$ cat src/rtl/bmdict_decomp.sv
module bmdict_decomp #(
  parameter int SYM_W = 32,
  parameter int IN_W  = 32,
  parameter int IDX_W = 4,
  parameter int MSK_W = 4
) (
  input  logic             clk,
  input  logic             rst_n,
  input  logic             in_valid,
  output logic             in_ready,
  input  logic [IN_W-1:0]  in_data,
  input  logic             dict_we,
  input  logic [IDX_W-1:0] dict_addr,
  input  logic [SYM_W-1:0] dict_data,
  output logic             out_valid,
  output logic [SYM_W-1:0] out_sym
);
  localparam int POS_W    = $clog2(SYM_W / MSK_W);
  localparam int LIT_LEN  = 1 + SYM_W;
  localparam int PLN_LEN  = 2 + IDX_W;
  localparam int MSK_LEN  = 2 + IDX_W + POS_W + MSK_W;
  localparam int MAX_CODE = (LIT_LEN > MSK_LEN) ? LIT_LEN : MSK_LEN;
  localparam int BUF_W    = MAX_CODE - 1 + IN_W;
  localparam int CNT_W    = $clog2(BUF_W + 1);
  localparam int DEPTH    = 2 ** IDX_W;

  logic [BUF_W-1:0] sbuf;
  logic [CNT_W-1:0] cnt;
  logic [SYM_W-1:0] dict [DEPTH];

  wire is_lit = sbuf[BUF_W-1];
  wire is_msk = sbuf[BUF_W-2];
  wire [IDX_W-1:0] idx = sbuf[BUF_W-3 -: IDX_W];
  wire [POS_W-1:0] pos = sbuf[BUF_W-3-IDX_W -: POS_W];
  wire [MSK_W-1:0] pat = sbuf[BUF_W-3-IDX_W-POS_W -: MSK_W];

  wire [CNT_W-1:0] code_len = is_lit ? CNT_W'(LIT_LEN) :
                              is_msk ? CNT_W'(MSK_LEN) : CNT_W'(PLN_LEN);
  wire fire = (cnt >= CNT_W'(2)) && (cnt >= code_len);

  wire [SYM_W-1:0] entry = dict[idx];
  wire [SYM_W-1:0] flip  = {{(SYM_W-MSK_W){1'b0}}, pat} << (MSK_W * pos);
  wire [SYM_W-1:0] dec   = is_lit ? sbuf[BUF_W-2 -: SYM_W] :
                           is_msk ? (entry ^ flip) : entry;

  assign in_ready = cnt < CNT_W'(MAX_CODE);
  wire take = in_valid && in_ready;
  wire [CNT_W-1:0] used = fire ? code_len : '0;
  wire [CNT_W-1:0] rem  = cnt - used;
  wire [BUF_W-1:0] word_al = {in_data, {(BUF_W-IN_W){1'b0}}};

  always_ff @(posedge clk) begin
    if (!rst_n) begin
      sbuf      <= '0;
      cnt       <= '0;
      out_valid <= 1'b0;
      out_sym   <= '0;
    end else begin
      sbuf      <= (sbuf << used) | (take ? (word_al >> rem) : '0);
      cnt       <= rem + (take ? CNT_W'(IN_W) : '0);
      out_valid <= fire;
      if (fire) out_sym <= dec;
    end
  end

  always_ff @(posedge clk)
    if (dict_we) dict[dict_addr] <= dict_data;

  a_r6_no_overflow: assert property (@(posedge clk) disable iff (!rst_n)
    cnt <= CNT_W'(BUF_W));
  a_r5_pulse_after_decode: assert property (@(posedge clk) disable iff (!rst_n)
    fire |=> out_valid);
  a_r5_no_spurious: assert property (@(posedge clk) disable iff (!rst_n)
    !fire |=> !out_valid);
  a_r1_literal_pass: assert property (@(posedge clk) disable iff (!rst_n)
    (fire && is_lit) |=> out_sym == $past(sbuf[BUF_W-2 -: SYM_W]));
  a_r2_plain_entry: assert property (@(posedge clk) disable iff (!rst_n)
    (fire && !is_lit && !is_msk && !dict_we) |=> out_sym == $past(entry));
  a_r3_mask_bounded: assert property (@(posedge clk) disable iff (!rst_n)
    (fire && !is_lit && is_msk && !dict_we) |=> $countones(out_sym ^ $past(entry)) <= MSK_W);
endmodule

$ cat config.mk
export PLATFORM = sky130hd
export DESIGN_NAME = bmdict_decomp
export DESIGN_NICKNAME = d
export VERILOG_FILES = /design/src/rtl/bmdict_decomp.sv
export SDC_FILE = /design/constraint.sdc
export NUM_CORES = 1
export LEC_CHECK = 0
export BUFFER_PORTS_ARGS = -buffer_cell sky130_fd_sc_hd__buf_2
export CORE_ASPECT_RATIO = 1.25
export CORE_MARGIN = 5
export CORE_UTILIZATION = 50
export DETAILED_ROUTE_END_ITERATION = 8
export PLACE_DENSITY = 0.69
export SETUP_SLACK_MARGIN = 0.3
export SLEW_MARGIN = 5
export SYNTH_ARGS = -nofsm -noshare
export SYNTH_HDL_FRONTEND = slang
export SYNTH_SLANG_ARGS = --single-unit
$ cat constraint.sdc
create_clock -name clk -period 4.7 [get_ports clk]
set_input_delay 1.41 -clock clk [delete_from_list [all_inputs] [get_ports clk]]
set_output_delay 1.41 -clock clk [all_outputs]
set_load 0.1 [all_outputs]
==> impl_summary.md <==
Timing
The number of hold-slack violations in the final timing report came to 0. Headroom to the max-slew limit came out at 0.299. The time the final worst path needs with I/O delays and setup is 4.34 ns.

Setup violations remaining at the end of the flow were counted as 0. The total count of max-transition violations in the final report is 0. The period utilization is 0.924. For the pin with the worst max-slew slack, the measured transition is 1.05 ns.

The final clock skew is 0.0181 ns. Setup repair after global routing could not meet its margin everywhere. In the final timing run, aggregate negative setup slack is 0 ns.

The achievable frequency is 0.230 GHz.

Die
The height of the die is 275 um. The initial utilization of the core area, before any placement, comes to 0.502. Pin placement for this block handled 106 I/O pins. The die is 222 um wide. The count of standard-cell rows is 97.

The area inside the core boundary is 55,800 um2. The floorplan die area is 60,900 um2.

Worst setup path
Data arrives at the worst endpoint at 4.82 ns. STA classifies the critical path endpoint as a register. The worst setup path is launched from a register. The worst setup path is of the register to register kind. The largest driver fanout on the critical path is 8. The internal reg-to-reg setup slack is 0.36 ns. The endpoint required time on the critical path is 5.18 ns.

Global routing
For this run the aggregate overflow at the end of global routing stands at 0. The number of antenna violations at the first check in global routing came to 8. The maximum number of pins on one net before global-route repair is 106. The via count of the first global-routing pass was 17.6k. The first-pass GRT wire length is 117,000 um. Across every metal layer, demand over resource in global routing totals 0.254.

CTS
The tree built by TritonCTS fans out to 616 sinks. The clock tree buffer depth is 3. The root cell of the clock tree is sky130_fd_sc_hd__clkbuf_16. The total CTS buffers is 57. CTS built an H-tree with a depth of 2. The clock-pin slew on the worst setup and hold paths is 0.07 ns. In this run, post-CTS hold repair placed 0 buffers.

The clock tree from TritonCTS is built. Clock latency on the worst-skew pair, taken at its later pin, is 0.62 ns.

Detailed routing
In the final routed layout, each cell accounts on average for 28.7 um. Once detail routing completed, the nets flagged for antenna violations numbered 0. Dividing the detail-routed via count by the number of cells gives 6.42. The number of violations reported at the end of detailed-routing iteration 0 is 1,784.

In the routed design, unresolved DRC markers number 0. For this block, the via count after detailed routing is 17.5k. After detailed routing, the total wire length is 78,000 um. The iteration count of the initial detailed-routing pass is 6.

Place
The number of port buffers is 105. The total instance count after detailed placement is 2,601. The routability congestion estimate from global placement is 0.997. The wire-length estimate of the detail-placed layout is 50,100 um.

Yosys
After synthesis the cells add up to 28,000 um2. The share of synthesized area in the top cell type comes to 0.548. The most used flip-flop cell after synthesis is sky130_fd_sc_hd__edfxtp_1. Summed over all instances, the cell type with the most area after synthesis is sky130_fd_sc_hd__edfxtp_1. The number of flip-flops and latches in the synthesized netlist is 616. Counting every instance in the synthesized netlist gives 1,810. The share of the Yosys chip area taken by registers is 0.623. The fraction of registers with async set/reset is 0. The Yosys step of the flow raised 0 warnings. After synthesis, the cell types taking the most area are sky130_fd_sc_hd__edfxtp_1 55%, sky130_fd_sc_hd__mux4_2 14%, sky130_fd_sc_hd__dfxtp_1 7.4%.

The synthesized netlist contains 83 unique library cells. The number of enable-type register cells in the synthesized netlist is 512. The number of nets handed over by synthesis was 1,896.

The mean post-synth cell area is 15.5 um2.

Layout
The final net count is 2,014. The area growth from synthesis to layout is 13.6%. Of the cells placed in the final design, the portion with a size suffix greater than 1 is 0.297. Leaving out fill and tap cells, the most frequent cells in the layout are 512 x sky130_fd_sc_hd__edfxtp_1, 178 x sky130_fd_sc_hd__mux4_2, 133 x sky130_fd_sc_hd__nand2_1, 105 x sky130_fd_sc_hd__buf_2, 98 x sky130_fd_sc_hd__dfxtp_1. The count of placed standard cells in the final layout, fillers left out is 2,719. Leaving out fill and tap cells, the most frequent cell in the layout is sky130_fd_sc_hd__edfxtp_1.

Run
The max-capacitance violation count is 0.

Run status
The run finished with clean final reports.

Min path
The worst hold path belongs to the class register to register.
worst max-delay path, cell delays in order, from the launching register on:
cell                      delay (ns)
sky130_fd_sc_hd__dfxtp_1        0.40
sky130_fd_sc_hd__or4_4          0.61
sky130_fd_sc_hd__or3_1          0.42
sky130_fd_sc_hd__nand2_4        0.11
sky130_fd_sc_hd__nor2_1         0.07
sky130_fd_sc_hd__ha_2           0.21
sky130_fd_sc_hd__fa_2           0.43
sky130_fd_sc_hd__xor2_4         0.23
sky130_fd_sc_hd__buf_4          0.18
sky130_fd_sc_hd__mux2_2         0.34
sky130_fd_sc_hd__o21ai_0        0.67
sky130_fd_sc_hd__mux2i_1        0.26
sky130_fd_sc_hd__nand3_1        0.16
sky130_fd_sc_hd__a41oi_1        0.12
kinds of logic after synthesis:
family | count (synthesis) | share of synthesized area
AO/OA/AOI/OAI | 254 | 0.0653
XOR/XNOR | 37 | 0.0124
adder cells (fa/ha/maj) | 14 | 0.00652
buffers and inverters | 151 | 0.0269
flip-flops | 616 | 0.623
multiplexers | 320 | 0.196
AND/OR/NAND/NOR | 418 | 0.0704
routing by layer:
metal / share of wire / global-route usage / wire length, um
met5: 0.00044 / 0 / 34
met4: 0.052 / 0.113 / 4060
met3: 0.071 / 0.0393 / 5530
met2: 0.51 / 0.439 / 39600
met1: 0.37 / 0.321 / 28800
metrics by stage:
step           setup slack [ns]  utilization  instance area, um2  hold WS (ns)
3_3_place_gp             0.0880        0.532               29700         0.488
3_5_place_dp             0.0745        0.532               29700         0.485
4_1_cts                   0.312        0.566               31600         0.498
5_1_grt                   0.277        0.570               31800         0.533
6_report                  0.357        0.570               31800         0.510
2_1_floorplan             0.300            -               28100         0.451
area by class of cell:
| cell class | count | area, um2 |
|---|---|---|
| fillers | 4341 | 24000 |
| flip-flops and latches | 616 | 17500 |
| multi-input cells | 1044 | 10100 |
| clock buffers | 69 | 1500 |
| repair buffers | 195 | 1330 |
| well taps | 742 | 928 |
| clock inverters | 34 | 410 |
| inverters | 14 | 56.3 |
| diodes | 5 | 12.5 |
cell usage after synthesis (12+ instances only):
cell type	number
sky130_fd_sc_hd__nor3_1	41
sky130_fd_sc_hd__a31oi_1	32
sky130_fd_sc_hd__nand4_1	35
sky130_fd_sc_hd__edfxtp_1	512
sky130_fd_sc_hd__inv_1	12
sky130_fd_sc_hd__nor2_1	101
sky130_fd_sc_hd__nand2_1	134
sky130_fd_sc_hd__clkbuf_1	62
sky130_fd_sc_hd__o21ai_0	44
sky130_fd_sc_hd__dfxtp_1	104
sky130_fd_sc_hd__xnor2_1	33
sky130_fd_sc_hd__a21oi_1	24
sky130_fd_sc_hd__mux2_2	43
sky130_fd_sc_hd__o211ai_1	39
sky130_fd_sc_hd__mux4_2	178
sky130_fd_sc_hd__ha_1	13
sky130_fd_sc_hd__buf_4	16
sky130_fd_sc_hd__buf_2	39
sky130_fd_sc_hd__nand3_1	54
sky130_fd_sc_hd__a211oi_1	18
sky130_fd_sc_hd__mux2i_1	97
path summary, 6_finish.rpt:
path / start / to / cells past startpoint
max: cnt[4] / sbuf[13] / 13
min: sbuf[0] / sbuf[0] / 2
max reg2reg: cnt[4] / sbuf[13] / 13
min reg2reg: sbuf[0] / sbuf[0] / 2
flip-flops by register name, summed over array words and instances, names as in the netlist:
name / cells
out_sym: 32
cnt: 7
sbuf: 64
dict: 512
out_valid: 1
timing repair:
action | CTS | global route
gates resized for setup | 4 | 34
endpoints found under the hold margin | 0 | 0
pin swaps | 0 | 8
gates cloned | 0 | 1
setup endpoints to repair | 15 | 46
setup buffers | 3 | 6
Power is not shown: default switching activity piles up to over one toggle a cycle in this logic, so the estimate is an artifact.
